**config.mk**
```make
export PLATFORM = sky130hd
export DESIGN_NAME = gpio_ovr_port
export DESIGN_NICKNAME = d
export VERILOG_FILES = /design/src/rtl/gpio_ovr_pkg.sv /design/src/rtl/gpio_regs.sv /design/src/rtl/gpio_pin_arb.sv /design/src/rtl/gpio_in_sync.sv /design/src/rtl/gpio_ovr_port.sv
export SDC_FILE = /design/constraint.sdc
export NUM_CORES = 1
export LEC_CHECK = 0
export ABC_AREA = 1
export BUFFER_PORTS_ARGS = -buffer_cell sky130_fd_sc_hd__buf_2
export CORE_UTILIZATION = 35
export CTS_CLUSTER_SIZE = 12
export DETAILED_ROUTE_END_ITERATION = 8
export PLACE_DENSITY = 0.61
export SLEW_MARGIN = 10
export SYNTH_ARGS = -nofsm -noshare
export SYNTH_HDL_FRONTEND = slang
export SYNTH_SLANG_ARGS = --single-unit
export TNS_END_PERCENT = 50
```
**constraint.sdc**
```tcl
create_clock -name clk -period 1.8 [get_ports clk]
set_input_delay 0.18 -clock clk [delete_from_list [all_inputs] [get_ports clk]]
set_output_delay 0.18 -clock clk [all_outputs]
set_load 0.01 [all_outputs]
```
**src/rtl/gpio_ovr_pkg.sv**
```systemverilog
package gpio_ovr_pkg;
  localparam int unsigned ADDR_W = 2;
  localparam logic [ADDR_W-1:0] A_LATCH = 2'd0;
  localparam logic [ADDR_W-1:0] A_DIR   = 2'd1;
  localparam logic [ADDR_W-1:0] A_RDRV  = 2'd2;
  localparam logic [ADDR_W-1:0] A_INPUT = 2'd3;
endpackage

```
**src/rtl/gpio_regs.sv**
```systemverilog
module gpio_regs #(
  parameter int unsigned W = 8
) (
  input  logic                                  clk,
  input  logic                                  rst_n,
  input  logic                                  wr_en,
  input  logic [gpio_ovr_pkg::ADDR_W-1:0]       addr,
  input  logic [W-1:0]                          wdata,
  output logic [W-1:0]                          latch_q,
  output logic [W-1:0]                          dir_q,
  output logic [W-1:0]                          rdrv_q
);
  import gpio_ovr_pkg::*;

  logic          latch_ce, dir_ce, rdrv_ce;
  logic [W-1:0]  latch_d, dir_d, rdrv_d;

  always_comb begin
    latch_ce = wr_en && (addr == A_LATCH);
    dir_ce   = wr_en && (addr == A_DIR);
    rdrv_ce  = wr_en && (addr == A_RDRV);
    latch_d  = latch_ce ? wdata : latch_q;
    dir_d    = dir_ce   ? wdata : dir_q;
    rdrv_d   = rdrv_ce  ? wdata : rdrv_q;
  end

  always_ff @(posedge clk or negedge rst_n) begin
    if (!rst_n) begin
      latch_q <= '0;
      dir_q   <= '0;
      rdrv_q  <= '0;
    end else begin
      latch_q <= latch_d;
      dir_q   <= dir_d;
      rdrv_q  <= rdrv_d;
    end
  end
endmodule

```
**src/rtl/gpio_pin_arb.sv**
```systemverilog
module gpio_pin_arb #(
  parameter int unsigned W        = 8,
  parameter logic [W-1:0] SPI_MASK = 8'h3C,
  parameter int unsigned SD_PIN   = 7
) (
  input  logic [W-1:0] latch_q,
  input  logic [W-1:0] dir_q,
  input  logic [W-1:0] rdrv_q,
  input  logic [W-1:0] pwm_en,
  input  logic [W-1:0] pwm_out,
  input  logic         pwm_shutdown,
  input  logic         spi_en,
  input  logic [W-1:0] spi_oe,
  input  logic [W-1:0] spi_do,
  output logic [W-1:0] pad_oe,
  output logic [W-1:0] pad_do,
  output logic [W-1:0] pad_rdrv
);
  for (genvar i = 0; i < W; i++) begin : g_pin
    logic spi_claim;
    logic sd_here;
    assign spi_claim = spi_en && SPI_MASK[i];
    if (i == SD_PIN) begin : g_sd
      assign sd_here = pwm_shutdown;
    end else begin : g_nosd
      assign sd_here = 1'b0;
    end

    always_comb begin
      if (spi_claim) begin
        pad_oe[i] = spi_oe[i];
        pad_do[i] = spi_do[i];
      end else if (pwm_en[i] && sd_here) begin
        pad_oe[i] = 1'b0;
        pad_do[i] = latch_q[i];
      end else if (pwm_en[i]) begin
        pad_oe[i] = 1'b1;
        pad_do[i] = pwm_out[i];
      end else begin
        pad_oe[i] = dir_q[i];
        pad_do[i] = latch_q[i];
      end
      pad_rdrv[i] = pad_oe[i] && rdrv_q[i];
    end
  end
endmodule

```
**src/rtl/gpio_in_sync.sv**
```systemverilog
module gpio_in_sync #(
  parameter int unsigned W      = 8,
  parameter int unsigned STAGES = 2
) (
  input  logic         clk,
  input  logic         rst_n,
  input  logic [W-1:0] din,
  output logic [W-1:0] dout
);
  logic [W-1:0] stg_q [STAGES];
  logic [W-1:0] stg_d [STAGES];

  always_comb begin
    stg_d[0] = din;
    for (int s = 1; s < STAGES; s++) stg_d[s] = stg_q[s-1];
  end

  always_ff @(posedge clk or negedge rst_n) begin
    if (!rst_n) begin
      for (int s = 0; s < STAGES; s++) stg_q[s] <= '0;
    end else begin
      for (int s = 0; s < STAGES; s++) stg_q[s] <= stg_d[s];
    end
  end

  assign dout = stg_q[STAGES-1];
endmodule

```
**src/rtl/gpio_ovr_port.sv**
```systemverilog
module gpio_ovr_port #(
  parameter int unsigned  W        = 8,
  parameter logic [W-1:0] SPI_MASK = 8'h3C,
  parameter int unsigned  SD_PIN   = 7,
  parameter int unsigned  SYNC_N   = 2
) (
  input  logic         clk,
  input  logic         rst_n,
  input  logic         bus_sel,
  input  logic         bus_wr,
  input  logic [1:0]   bus_addr,
  input  logic [W-1:0] bus_wdata,
  output logic [W-1:0] bus_rdata,
  input  logic [W-1:0] pwm_en,
  input  logic [W-1:0] pwm_out,
  input  logic         pwm_shutdown,
  input  logic         spi_en,
  input  logic [W-1:0] spi_oe,
  input  logic [W-1:0] spi_do,
  input  logic [W-1:0] pad_in,
  output logic [W-1:0] pad_oe,
  output logic [W-1:0] pad_do,
  output logic [W-1:0] pad_rdrv
);
  import gpio_ovr_pkg::*;

  logic [1:0]   rst_pipe_q;
  logic         rst_core_n;
  logic [W-1:0] latch_q, dir_q, rdrv_q, sync_q;

  always_ff @(posedge clk or negedge rst_n) begin
    if (!rst_n) rst_pipe_q <= 2'b00;
    else        rst_pipe_q <= {rst_pipe_q[0], 1'b1};
  end
  assign rst_core_n = rst_pipe_q[1];

  gpio_regs #(.W(W)) u_regs (
    .clk(clk), .rst_n(rst_core_n), .wr_en(bus_sel && bus_wr),
    .addr(bus_addr), .wdata(bus_wdata),
    .latch_q(latch_q), .dir_q(dir_q), .rdrv_q(rdrv_q)
  );

  gpio_pin_arb #(.W(W), .SPI_MASK(SPI_MASK), .SD_PIN(SD_PIN)) u_arb (
    .latch_q(latch_q), .dir_q(dir_q), .rdrv_q(rdrv_q),
    .pwm_en(pwm_en), .pwm_out(pwm_out), .pwm_shutdown(pwm_shutdown),
    .spi_en(spi_en), .spi_oe(spi_oe), .spi_do(spi_do),
    .pad_oe(pad_oe), .pad_do(pad_do), .pad_rdrv(pad_rdrv)
  );

  gpio_in_sync #(.W(W), .STAGES(SYNC_N)) u_sync (
    .clk(clk), .rst_n(rst_core_n), .din(pad_in), .dout(sync_q)
  );

  always_comb begin
    unique case (bus_addr)
      A_LATCH: bus_rdata = (latch_q & pad_oe) | (sync_q & ~pad_oe);
      A_DIR:   bus_rdata = dir_q;
      A_RDRV:  bus_rdata = rdrv_q;
      default: bus_rdata = sync_q;
    endcase
  end
endmodule

```
Word level (Yosys, flattened, before mapping)
Index checks and enable logic that the tools add are counted.

Output and inout bits: 32. Register bits after elaboration: 42. Input bits: 56. Logic and storage cells: 53.

Bitwise gates (word level): 4. Equal/unequal tests: 2. Muxes and demuxes: 27. Reductions and logical operators: 14.

Operators by type and width (number): 2-to-1 mux 1 bit (26); case mux 8 bit (3 select lines) (1); AND 8 bit (2); logical AND 1 bit (13); inverter 8 bit (1); OR 8 bit (1); == test 2 x 1 -> 1 bit, second input constant (1); == test 2 bit, second input constant (1); zero test 2 bit (1).

Logic depth before layout (Yosys ltp)
Depth in word-level cells: 6. Depth in mapped cells: 7. Depth with buffers taken out: 6.

By module
A second synthesis with hierarchy kept.

Cells, all modules: 321. Area total of the unflattened synthesis: 2377.3 µm².

Modules (own cells, without submodules): gpio_regs (cells an instance 107, area each 1051.0 µm², seq. area each 600.6 µm², instances 1); gpio_ovr_port (cells an instance 108, area each 513.0 µm², seq. area each 50.0 µm², instances 1); gpio_pin_arb (cells an instance 90, area each 412.9 µm², seq. area each 0.0 µm², instances 1); gpio_in_sync (cells an instance 16, area each 400.4 µm², seq. area each 400.4 µm², instances 1).

Worst setup path after synthesis
No wires, ideal clock.

Kind: reg2out. Start point: register u_regs.dir_q[6]. End point: output bus_rdata[6]. Data required time: 1.620 ns. Data arrival time: 0.896 ns. Stages on the path, launching flop included: 5. Path buffers: 0. Path slack: 0.724 ns. Cells stage by stage: dfrtp_1 > nor2_1 > inv_1 > o211ai_1 > nand3_1.

Cells in the longest elaborated chain, start to end: 5. Elaborated cells on any way between the ends: 6. Those cells by class: 2 x mux; 4 x bitwise.

RTL lines: start, declared (RTL line gpio_regs.sv:10) `output logic [W-1:0] dir_q,`; start signal, assigned (RTL line gpio_regs.sv:34) `dir_q <= dir_d;`; 2-to-1 mux 1 bit (*) (RTL line gpio_pin_arb.sv:36) `end else if (pwm_en[i]) begin`; net pad_oe[6] (RTL line gpio_ovr_port.sv:21) `output logic [W-1:0] pad_oe,`; inverter 8 bit (RTL line gpio_ovr_port.sv:56) `A_LATCH: bus_rdata = (latch_q & pad_oe) | (sync_q & ~pad_oe);`; AND 8 bit (RTL line gpio_ovr_port.sv:56); OR 8 bit (*) (RTL line gpio_ovr_port.sv:56); case mux 8 bit (3 select lines) (*) (RTL line gpio_ovr_port.sv:55) `unique case (bus_addr)`; end, declared (RTL line gpio_ovr_port.sv:13) `output logic [W-1:0] bus_rdata,`.

Mark *: on every way through the listed nets, which the timed path passes. The rest lies on a longest branch.

Final worst setup path
Start point: register u_regs.dir_q[0]. End point: output bus_rdata[0].

Cells in the longest elaborated chain, start to end: 5. Elaborated cells on any way between the ends: 6. Those cells by class: 2 x mux; 4 x bitwise.

RTL lines (RTL line): 2-to-1 mux 1 bit (gpio_pin_arb.sv:36); inverter 8 bit (gpio_ovr_port.sv:56); AND 8 bit (gpio_ovr_port.sv:56); OR 8 bit (gpio_ovr_port.sv:56); case mux 8 bit (3 select lines) (*) (gpio_ovr_port.sv:55).

Mark *: on every way between the ends. The rest lies on a longest branch, timed or not.

==> impl_metrics.csv <==
group,metric,value,unit
clocking,ctsRootBufferMaster,"clkbuf_8",
pwr,switching_share,0.288,
pwr,p_leak,0.00152,uW
grt,grt.total_usage,0.165,
grt,busiest_layer,"met2",
final_layout,antennaDiodeCount,0,
final_layout,stdcell_count,429,
setup_path,startpoint_type,"flip-flop",
yosys,synth_area,0.00207,mm^2
setup_path,cp-end-kind,"output port",
floorplan,core_area,0.00561,mm^2
floorplan,num_rows,27,
yosys,ys_ff_latch,42,
route,wl,4.71,mm
pwr,p_sw,713,uW
job,cap_violations,0,
clocking,worstSkewPairLatency,0.29,ns
worst_hold_path,hold_class,"in -> reg",
timing,slew_headroom,0.545,
clocking,clk_path_buf_depth,2,
clocking,cts_tree,"done",
route,drc_errors,0,
yosys,netlist_top_cells_area,"dfrtp_1, nand2_1, inv_1",
timing,skew,0.00499,ns
run_status,status,"finished, final reports clean",
final_layout,drive_above_1_share,0.291,
grt,gr-total-overflow,0,
yosys,synth.largest_area_cell,"dfrtp_1",
floorplan,initial_core_util,0.369,
floorplan,fp.dieArea,0.00622,mm^2
placed_design,numPortBuffers,79,
route,avgRoutedWirePerCell,11.0,um
timing,tns,0,ns
pwr,p_int,1770,uW
timing,final_max_slew_viol_count,0,
yosys,syn-num-nets,320,
setup_path,worstPathArrival,1.36,ns
pwr,sequentialPowerShare,0.466,
clocking,ctsResizeCount,0,
clocking,cts_sinks,42,
floorplan,die_h,78.9,um
grt,grt_pass1_vias,1771,
yosys,synth_cells,264,
yosys,synthDistinctLibCells,20,
placed_design,dp_hpwl,3.37,mm
pwr,power.density,906,mW/mm^2
setup_path,rrSetupSlack,0.88,ns
route,vias,1879,
setup_path,crit_required,1.62,ns
grt,grt_pass1_wl,7.80,mm
setup_path,reg2reg_depth,1,
timing,holdWs,0.165,ns
placed_design,placedCellCount,412,
timing,worst_pin_slew,0.682,ns
setup_path,endpoint,"bus_rdata[0]",
final_layout,mostFrequentLayoutCells,"buf_2, nand2_1, inv_1, dfrtp_1, nor2_1",
grt,grt_max_degree,32,
final_layout,nets,412,
timing,finalHoldViolations,0,
yosys,ys_warn_count,0,
final_layout,final_common_cell,"buf_2",
route,avgViaCountPerCell,4.38,
pwr,ir_drop,384,uV
clocking,clkSlewWorstSetupHoldPaths,0.08,ns
floorplan,io_pins,88,
timing,finalCritPeriodShare,0.853,
clocking,cts_inserted_buffers,5,
yosys,seq_area_frac_synth,0.508,
placed_design,gp_congestion,0.739,
floorplan,dieWidth,78.9,um
setup_path,critPathMaxFanout,3,
setup_path,reg2reg_from,"rst_pipe_q[1]",
yosys,synthDominantCellAreaShare,0.508,
grt,grt_util_met1,0.189,
setup_path,reg2reg_to,"u_regs.rdrv_q[1]",
route,ant_nets,0,
timing,layout_min_cycle_time,1.54,ns
pwr,pwr-share-clk,0.307,
setup_path,crit_start,"u_regs.dir_q[0]",
yosys,synth_area_per_cell,7.83,um^2
timing,setup_viol,0,
grt,met2_usage,0.303,
grt,antenna_found_initial,0,
timing,rsz0062_at_grt,"false",
route,drtIter0Drc,140,
grt,met3_usage,0.0368,
final_layout,area_growth_syn_to_layout,32.3,%
clocking,htreeDepth,2,
route,firstDrtPassIters,4,
pwr,comb_power_share,0.228,
setup_path,critical_path_class,"reg -> out",
timing,clock.fmax,651,MHz
-- flip-flops by register name (all words and copies together), names as in the netlist --
register        cells
rst_pipe_q          2
u_regs.dir_q        8
u_regs.rdrv_q       8
u_sync.dout         8
u_sync.stg_d        8
u_regs.latch_q      8
-- synth_stat cells --
cell,n
inv_2,1
nand2_1,71
buf_2,2
dfrtp_1,42
nand2_4,1
nor2_1,18
nand3b_1,2
nor2_4,2
o21a_1,1
nand2_2,3
o211ai_1,4
conb_1,1
o21ai_0,11
a21oi_1,8
o21ai_2,8
nand3_2,1
nand3_1,16
inv_1,54
buf_6,2
o21ai_1,16
-- layer usage --
metal,vias up,part of all wire
met3,7,0.057
li1,992,-
met5,-,0
met2,56,0.49
met4,0,0.013
met1,824,0.44
-- logic make-up after synthesis --
logic type | after synthesis | synth area share
simple gates | 114 | 0.238
buf+inv | 59 | 0.116
compound gates | 48 | 0.137
flops | 42 | 0.508
other cells | 1 | 0.00181
-- worst min-delay path by stage --
stage	startpoint	to	depth (start not counted)
3_3_place_gp	rst_n	rst_pipe_q[0]	1
6_report	bus_wdata[0]	u_regs.dir_q[0]	3
4_1_cts	bus_wdata[0]	u_regs.dir_q[0]	3
3_5_place_dp	rst_n	rst_pipe_q[0]	1
5_1_grt	bus_wdata[0]	u_regs.dir_q[0]	3
2_1_floorplan	rst_n	rst_pipe_q[0]	0
-- stage by stage --
step                      total power (uW)  utilization  setup slack, ns  area [um^2]
after floorplan                       1510            -            0.545         2070
after global placement                1710        0.451            0.495         2530
after detailed placement              1730        0.451            0.488         2530
after CTS                             2510        0.488            0.261         2740
after global routing                  2650        0.488            0.161         2740
final                                 2480        0.488            0.265         2740
-- timing repair --
action / 4_1_cts / 5_1_grt
hold buffers: 9 / 0
endpoints found under the hold margin: 10 / 0
buffers inserted: 0 / 0
-- critical path, cell delays in order (launching register included) --
cell and delay (ns):
dfrtp_1 0.41, nor2_1 0.14, inv_1 0.09, o211ai_1 0.16, nand3_1 0.11, buf_2 0.15
-- cell type report --
class                           instances  area [um^2]
Tap cell                               72         90.1
Multi-Input combinational cell        163          778
Clock buffer                            7         86.3
Clock inverter                          1         30.0
Sequential cell                        42         1050
Fill cell                             593         2870
Inverter                               55          206
Timing Repair Buffer                   89          493
-- power by group through the flow --
stage | logic [uW] | clock network [uW] | registers [uW]
6_report | 564 | 761 | 1150
2_1_floorplan | 357 | 0 | 1150
4_1_cts | 572 | 786 | 1160
3_3_place_gp | 546 | 0 | 1170
5_1_grt | 648 | 827 | 1170
3_5_place_dp | 555 | 0 | 1170
Power figures use the tool's default switching activity.
